File: src/rtl/wdt2_pkg.sv
package wdt2_pkg;
    localparam int DATA_W       = 16;
    localparam int ADDR_W       = 3;
    localparam int HALT_BIT     = 11;
    localparam int FIRST_BIT    = 3;
    localparam int SECOND_BIT   = 1;
    localparam int NOREBOOT_BIT = 0;

    typedef enum logic [ADDR_W-1:0] {
        REG_COUNT = 3'd0,
        REG_INIT  = 3'd1,
        REG_STAT1 = 3'd2,
        REG_STAT2 = 3'd3,
        REG_CTRL1 = 3'd4,
        REG_CTRL2 = 3'd5
    } reg_sel_e;
endpackage

File: src/rtl/wdt2_countdown.sv
module wdt2_countdown #(
    parameter int CNT_W   = 10,
    parameter int RST_VAL = 4
) (
    input  logic             clk_i,
    input  logic             rst_ni,
    input  logic             tick_i,
    input  logic             run_i,
    input  logic             force_i,
    input  logic [CNT_W-1:0] init_i,
    output logic [CNT_W-1:0] count_o,
    output logic             expire_o
);
    typedef struct packed {
        logic [CNT_W-1:0] count;
    } cd_state_t;

    cd_state_t st_d, st_q;
    logic      expire_d;

    always_comb begin
        st_d     = st_q;
        expire_d = 1'b0;
        if (force_i) begin
            st_d.count = init_i;
        end else if (run_i && tick_i) begin
            if (st_q.count == '0) begin
                expire_d   = 1'b1;
                st_d.count = init_i;
            end else begin
                st_d.count = st_q.count - 1'b1;
            end
        end
    end

    always_ff @(posedge clk_i or negedge rst_ni) begin
        if (!rst_ni) st_q.count <= CNT_W'(RST_VAL);
        else         st_q       <= st_d;
    end

    assign count_o  = st_q.count;
    assign expire_o = expire_d;
endmodule

File: src/rtl/wdt2_escalate.sv
module wdt2_escalate (
    input  logic clk_i,
    input  logic rst_ni,
    input  logic expire_i,
    input  logic clr_first_i,
    input  logic clr_second_i,
    input  logic no_reboot_i,
    output logic first_o,
    output logic second_o,
    output logic irq_o,
    output logic rst_req_o
);
    typedef struct packed {
        logic first;
        logic second;
        logic irq;
        logic rst_req;
    } esc_state_t;

    esc_state_t st_d, st_q;

    always_comb begin
        st_d     = st_q;
        st_d.irq = 1'b0;
        if (clr_first_i) st_d.first = 1'b0;
        if (clr_second_i) begin
            st_d.second  = 1'b0;
            st_d.rst_req = 1'b0;
        end
        if (expire_i) begin
            if (st_q.first) begin
                st_d.first   = 1'b1;
                st_d.second  = 1'b1;
                st_d.rst_req = 1'b1;
            end else begin
                st_d.first = 1'b1;
                st_d.irq   = 1'b1;
            end
        end
        if (no_reboot_i) st_d.rst_req = 1'b0;
    end

    always_ff @(posedge clk_i or negedge rst_ni) begin
        if (!rst_ni) st_q <= '0;
        else         st_q <= st_d;
    end

    assign first_o   = st_q.first;
    assign second_o  = st_q.second;
    assign irq_o     = st_q.irq;
    assign rst_req_o = st_q.rst_req;
endmodule

File: src/rtl/wdt2_top.sv
module wdt2_top
    import wdt2_pkg::*;
#(
    parameter int CNT_W    = 10,
    parameter int MIN_INIT = 4,
    parameter int RST_INIT = 4
) (
    input  logic              clk_i,
    input  logic              rst_ni,
    input  logic              tick_i,
    input  logic [ADDR_W-1:0] addr_i,
    input  logic              wr_en_i,
    input  logic [DATA_W-1:0] wdata_i,
    input  logic              rd_en_i,
    output logic [DATA_W-1:0] rdata_o,
    output logic              irq_o,
    output logic              rst_req_o
);
    typedef struct packed {
        logic [CNT_W-1:0] init;
        logic             halt;
        logic             no_reboot;
    } cfg_t;

    cfg_t cfg_d, cfg_q;

    logic             wr_reload, clr_first, clr_second;
    logic [CNT_W-1:0] count_w;
    logic             expire_w, first_w, second_w;
    logic [CNT_W-1:0] init_w;
    logic             halt_w, no_reboot_w;

    always_comb begin
        cfg_d      = cfg_q;
        wr_reload  = 1'b0;
        clr_first  = 1'b0;
        clr_second = 1'b0;
        if (wr_en_i) begin
            unique case (addr_i)
                REG_COUNT: wr_reload = 1'b1;
                REG_INIT: begin
                    if (wdata_i[CNT_W-1:0] >= CNT_W'(MIN_INIT))
                        cfg_d.init = wdata_i[CNT_W-1:0];
                end
                REG_STAT1: clr_first  = wdata_i[FIRST_BIT];
                REG_STAT2: clr_second = wdata_i[SECOND_BIT];
                REG_CTRL1: cfg_d.halt      = wdata_i[HALT_BIT];
                REG_CTRL2: cfg_d.no_reboot = wdata_i[NOREBOOT_BIT];
                default: ;
            endcase
        end
    end

    always_ff @(posedge clk_i or negedge rst_ni) begin
        if (!rst_ni) begin
            cfg_q.init      <= CNT_W'(RST_INIT);
            cfg_q.halt      <= 1'b1;
            cfg_q.no_reboot <= 1'b1;
        end else begin
            cfg_q <= cfg_d;
        end
    end

    assign init_w      = cfg_q.init;
    assign halt_w      = cfg_q.halt;
    assign no_reboot_w = cfg_q.no_reboot;

    wdt2_countdown #(.CNT_W(CNT_W), .RST_VAL(RST_INIT)) u_cnt (
        .clk_i    (clk_i),
        .rst_ni   (rst_ni),
        .tick_i   (tick_i),
        .run_i    (!halt_w),
        .force_i  (wr_reload),
        .init_i   (init_w),
        .count_o  (count_w),
        .expire_o (expire_w)
    );

    wdt2_escalate u_esc (
        .clk_i        (clk_i),
        .rst_ni       (rst_ni),
        .expire_i     (expire_w),
        .clr_first_i  (clr_first),
        .clr_second_i (clr_second),
        .no_reboot_i  (no_reboot_w),
        .first_o      (first_w),
        .second_o     (second_w),
        .irq_o        (irq_o),
        .rst_req_o    (rst_req_o)
    );

    always_comb begin
        rdata_o = '0;
        if (rd_en_i) begin
            unique case (addr_i)
                REG_COUNT: rdata_o[CNT_W-1:0]   = count_w;
                REG_INIT:  rdata_o[CNT_W-1:0]   = init_w;
                REG_STAT1: rdata_o[FIRST_BIT]    = first_w;
                REG_STAT2: rdata_o[SECOND_BIT]   = second_w;
                REG_CTRL1: rdata_o[HALT_BIT]     = halt_w;
                REG_CTRL2: rdata_o[NOREBOOT_BIT] = no_reboot_w;
                default: ;
            endcase
        end
    end
endmodule

File: config.mk
export PLATFORM = sky130hd
export DESIGN_NAME = wdt2_top
export DESIGN_NICKNAME = d
export VERILOG_FILES = /design/src/rtl/wdt2_pkg.sv /design/src/rtl/wdt2_countdown.sv /design/src/rtl/wdt2_escalate.sv /design/src/rtl/wdt2_top.sv
export SDC_FILE = /design/constraint.sdc
export NUM_CORES = 1
export LEC_CHECK = 0
export BUFFER_PORTS_ARGS = -buffer_cell sky130_fd_sc_hd__buf_4
export CAP_MARGIN = 20
export CORE_ASPECT_RATIO = 0.7
export CORE_UTILIZATION = 45
export DETAILED_ROUTE_END_ITERATION = 8
export PLACE_DENSITY = 0.66
export SYNTH_ARGS = -nofsm -noshare
export SYNTH_HDL_FRONTEND = slang
export SYNTH_SLANG_ARGS = --single-unit
File: constraint.sdc
create_clock -name clk_i -period 3.9 [get_ports clk_i]
set_input_delay 0.39 -clock clk_i [delete_from_list [all_inputs] [get_ports clk_i]]
set_output_delay 0.39 -clock clk_i [all_outputs]
set_load 0.03 [all_outputs]
== Word-level counts from Yosys, hierarchy flattened ==
Index checks and enable logic that the tools add are counted.

* Bits of input ports: 24
* Word-level logic and storage cells: 52
* Flip-flop bits (word level): 26

* Reduce and logical (&&, ||, !) cells: 9
* Add/sub/neg operators: 1
* Multiplexer cells: 28
* Equality and inequality tests: 5
* Order comparisons: 1

{| class="wikitable"
|+ Operators by type and width
! cell !! count
|-
| $mux W10 || 4
|-
| $mux W1 || 18
|-
| $pmux W6 S2 || 1
|-
| $ge A10 B3 Y1 const B || 1
|-
| $logic_not A10 Y1 || 1
|-
| $sub A10 B1 Y10 const B || 1
|-
| $pmux W1 S3 || 3
|-
| $eq A3 B2 Y1 const B || 2
|-
| $eq A3 B3 Y1 const B || 2
|-
| $mux W4 || 1
|-
| $reduce_and A2 Y1 || 2
|-
| $reduce_bool A2 Y1 || 2
|-
| $eq A3 B1 Y1 const B || 1
|-
| $logic_not A3 Y1 || 1
|-
| $reduce_and A3 Y1 || 1
|-
| $pmux W1 S2 || 1
|-
| $logic_and A1 B1 Y1 || 1
|-
| $logic_not A1 Y1 || 1
|}

== Logic depth before layout (Yosys ltp) ==
* Word-level depth: 7
* Gate-level depth with buffers: 6

== Modules after synthesis ==
Synthesis repeated with hierarchy kept, for this count alone.

* Cell total of the unflattened synthesis: 163
* Area, all modules: 1646.6 um2

{| class="wikitable"
|+ Modules (own cells, without submodules)
! module !! cells each !! area each (um2) !! instances
|-
| wdt2_top || 78 || 814.5 || 1
|-
| wdt2_countdown || 73 || 686.9 || 1
|-
| wdt2_escalate || 12 || 145.1 || 1
|}

== Worst setup path before layout ==
No wires, ideal clock.

* Path kind: input-to-output
* Start: in addr_i[0]
* End: out rdata_o[0]
* Path buffers: 2
* Required time: 3.510 ns
* Cell stages on the path: 4
* Setup slack: 1.598 ns
* Data arrival time: 1.912 ns
* Path through: clkbuf_1 > clkbuf_1 > a22oi_1 > nor3b_1

* Word-level cells in the longest chain between the ends: 3
* Elaborated cells between the ends (all ways): 5
* Classes of those cells: 2 x eq/ne; 2 x mux; 1 x reduce/logical

{| class="wikitable"
|+ RTL lines
! element !! line !! text
|-
| from (decl) || wdt2_top.sv:11 || <nowiki>input logic [ADDR_W-1:0] addr_i,</nowiki>
|-
| $eq A3 B3 Y1 (tied with other cells) || wdt2_top.sv:95 || <nowiki>unique case (addr_i)</nowiki>
|-
| $pmux W1 S3 * || wdt2_top.sv:95 ||
|-
| $mux W10 * || wdt2_top.sv:94 || <nowiki>if (rd_en_i) begin</nowiki>
|-
| to (decl) || wdt2_top.sv:15 || <nowiki>output logic [DATA_W-1:0] rdata_o,</nowiki>
|}

Every way passes the cells marked *; elsewhere a longest branch is shown, timed or not.

== Final worst setup path ==
* Start: reg u_cnt.st_q (netlist bit u_cnt.count_o[4])
* End: reg u_cnt.st_q (netlist bit u_cnt.count_o[8])

* Word-level cells in the longest chain between the ends: 4
* Elaborated cells between the ends (all ways): 5
* Classes of those cells: 1 x add/sub; 3 x mux; 1 x reduce/logical

{| class="wikitable"
|+ RTL lines
! element !! line !! text
|-
| from (decl) || wdt2_countdown.sv:18 || <nowiki>cd_state_t st_d, st_q;</nowiki>
|-
| from (signal assigned) || wdt2_countdown.sv:38 || <nowiki>else st_q <= st_d;</nowiki>
|-
| $sub A10 B1 Y10 / $logic_not A10 Y1 (equally long branches) || wdt2_countdown.sv:31, wdt2_countdown.sv:27 ||
|-
| $mux W10 * || wdt2_countdown.sv:27 || <nowiki>if (st_q.count == '0) begin</nowiki>
|-
| $mux W10 * || wdt2_countdown.sv:26 || <nowiki>end else if (run_i && tick_i) begin</nowiki>
|-
| $mux W10 * || wdt2_countdown.sv:24 || <nowiki>if (force_i) begin</nowiki>
|}

Every way passes the cells marked *; elsewhere a longest branch is shown, timed or not. The select of a mux whose other input is x is not followed.
A chain may end at the register's enable or synchronous reset.

==> flow_summary_export.csv <==
group,metric,value,unit
run_status,outcome,"completed",
setup_path,rr_startpoint,"u_cnt.count_o[4]",
setup_path,cp-endpoint,"u_cnt.count_o[8]",
placement,post-place-ws,1.95,ns
cells_and_area,fin_util,58.4,%
setup_path,cp_max_fo,8,
die,fp.dieH,52.6,um
timing,fin_skew,0.00499,ns
clock_network,root_buffer,"clkbuf_8",
logic_synthesis,synth-edff-count,0,
die,num_io_pins,42,
setup_path,crit_start,"u_cnt.count_o[4]",
placement,place.detailed.hpwl,2.96,mm
die,core_area,3320,um^2
timing,maxSlewHeadroom,47.5,%
global_routing,grt_pass1_wl,6.19,mm
global_routing,grt_max_degree,27,
detailed_routing,avgViaCountPerCell,5.76,
logic_synthesis,synthCells,173,
setup_path,critPathRequiredTime,4.09,ns
timing,worst_pin_slew,0.784,ns
detailed_routing,wl_per_cell,15.5,um
clock_network,cts_hold_buf,0,
die,start_util,49.5,%
worst_hold_path,hold_path_class,"in -> async",
detailed_routing,drt_pre_antenna_iters,4,
global_routing,track_usage,21.6,%
logic_synthesis,synth_flop_cell,"dfrtp_1",
logic_synthesis,async_flop_share,100,%
clock_network,ctsResizeCount,0,
timing,setup_ws,1.93,ns
timing,setup_viol,0,
timing,rsz0062_at_grt,"false",
power_and_ir_drop,p_leak,0.854,nW
timing,finalSetupTns,0,ns
clock_network,htree_levels,1,
global_routing,grt_overflow,0,
timing,finalCritPeriodShare,50.6,%
placement,place_congestion,0.859,
die,num_rows,17,
cells_and_area,syn2layout_area_growth,17.9,%
cells_and_area,nets,226,
cells_and_area,layout_common_cells,"buf_4 (32), dfrtp_1 (22), nor2_1 (17)",
detailed_routing,drc,0,
logic_synthesis,syn_area,1640,um^2
power_and_ir_drop,power_density,445,nW/um^2
run,cap_violations,0,
setup_path,end_kind,"flip-flop",
timing,finalHoldViolCount,0,
timing,slew_viol_final,0,
timing,clock.fmax,0.507,GHz
cells_and_area,diodes,0,
clock_network,post_cts_buffers,0,
global_routing,grt_pass1_vias,1240,
power_and_ir_drop,ir_drop,0.253,mV
placement,dpl.cell_count,242,
setup_path,r2r_cells,4,
cells_and_area,fillerInstances,311,
clock_network,cts_buffers,3,
logic_synthesis,synth.avg_cell_area,9.50,um^2
placement,io_buffers,31,
logic_synthesis,synth_seq_cells,26,
detailed_routing,drt_wl_total,3.81,mm
setup_path,r2r-end,"u_cnt.count_o[8]",
detailed_routing,drt_iter0_drc,122,
logic_synthesis,synth_seq_area_share,39.9,%
cells_and_area,layout_commonest_cell,"buf_4",
die,die_area,3900,um^2
die,die_x,74.2,um
clock_network,clk_latency,0.28,ns
setup_path,worstSetupPathType,"reg -> reg",
clock_network,cts_sinks,26,
global_routing,antenna_found_initial,0,
setup_path,arrival,2.16,ns
setup_path,reg2reg_slack,1.93,ns
cells_and_area,multi_input_comb_area,902,um^2
clock_network,cts_tree,"done",
logic_synthesis,synthDistinctLibCells,45,
clock_network,clkTransAtPathRegs,0.09,ns
detailed_routing,postRouteAntennaNets,0,
clock_network,cts.path.max_buffers,2,
setup_path,startpoint_type,"flip-flop",
detailed_routing,vias,1418,
logic_synthesis,yosys_warnings,0,
cells_and_area,stdcell_count,246,
timing,layout_min_cycle_time,1.97,ns
cells_and_area,seq_area,656,um^2
cells_and_area,drive_gt1_share,31.2,%
## layout make-up
cell class | count | area share, %
multi-input combinational | 130 | 46.5
timing repair buffer | 32 | 12.4
sequential | 26 | 33.8
tap | 47 | 3.03
inverter | 7 | 1.36
clock buffer | 4 | 2.84
## through the flow
stage | hold slack (ns) | instance area [um^2] | power, W
2_1_floorplan | 0.0944 | 1660 | 0.000598
3_5_place_dp | 0.317 | 1880 | 0.000687
5_1_grt | 0.0180 | 1940 | 0.000918
3_3_place_gp | 0.315 | 1880 | 0.000676
6_report | 0.00584 | 1940 | 0.000862
4_1_cts | 0.0123 | 1940 | 0.000865
## state kept, by name, indices dropped and copies added (netlist names)
register / flops
halt_w: 1
u_esc.rst_req_o: 1
u_esc.first_o: 1
u_esc.irq_o: 1
no_reboot_w: 1
u_cnt.count_o: 10
init_w: 10
u_esc.second_o: 1
## how the worst min path moves through the flow
stage / startpoint / end / slack, ns / cells after the start
CTS: rst_ni / u_cnt.count_o[0] / 0.01 / 1
finish: rst_ni / u_cnt.count_o[1] / 0.006 / 1
global route: rst_ni / u_cnt.count_o[3] / 0.02 / 1
detailed placement: rst_ni / u_cnt.count_o[0] / 0.32 / 1
global placement: rst_ni / u_cnt.count_o[3] / 0.31 / 1
floorplan: rst_ni / init_w[0] / 0.09 / 0
## cells in the mapped netlist (2+ instances only)
master     number  share of area [%]
dfrtp_1        22                 33
a211o_1         2                1.1
nor3b_1         2               0.91
nand4_1         4                1.5
inv_1           7                1.6
o211ai_1        2               0.91
nand2b_1        2               0.76
nand2_1        13                3.0
nor2b_1         3                1.1
a22oi_1         3                1.4
o21ai_0         3               0.91
nor4_1          5                1.9
or2_2           2               0.76
nand3b_1        3                1.4
mux2i_1        10                6.1
nand3_1         6                1.8
dfstp_2         4                6.4
nand4b_1        3                1.6
a32oi_1         2                1.1
o2bb2ai_1       2                1.1
mux2_2         14                9.6
ha_1            2                1.5
buf_4           5                2.3
buf_2           3               0.91
a31oi_1         2               0.76
nor3_1          2               0.61
nor2_1         17                3.9
a21oi_1         6                1.8
clkbuf_1        6                1.4
## report_power, final
part           switching [W]  leakage (nW)  total (W)  internal [W]
registers          0.0000970         0.312   0.000437      0.000340
clock network      0.0000858        0.0288   0.000176     0.0000904
logic               0.000128         0.514   0.000249      0.000120
total               0.000311         0.854   0.000862      0.000551
## worst max-delay path: stages, from the launching register on
cell and delay, ns:
dfrtp_1 0.48, or4b_4 0.54, or3_4 0.36, a211o_1 0.29, a32oi_1 0.22
## routing by layer
layer	track usage (%)	up-vias	part of all wire, %
met2	30.5	45	43
met4	4.72	0	0.66
li1	-	676	-
met3	5.00	5	6.4
met5	0	-	0
met1	33.1	692	50
## logic make-up after synthesis
group | synth area share, %
DFF | 39.9
muxes | 15.7
buffers and inverters | 6.16
adders and majority gates | 1.52
AOI/OAI and AO/OA | 11.7
and+or+nand+nor | 24.8
other | 0.228
No activity file was read; power rests on OpenSTA's default activity.
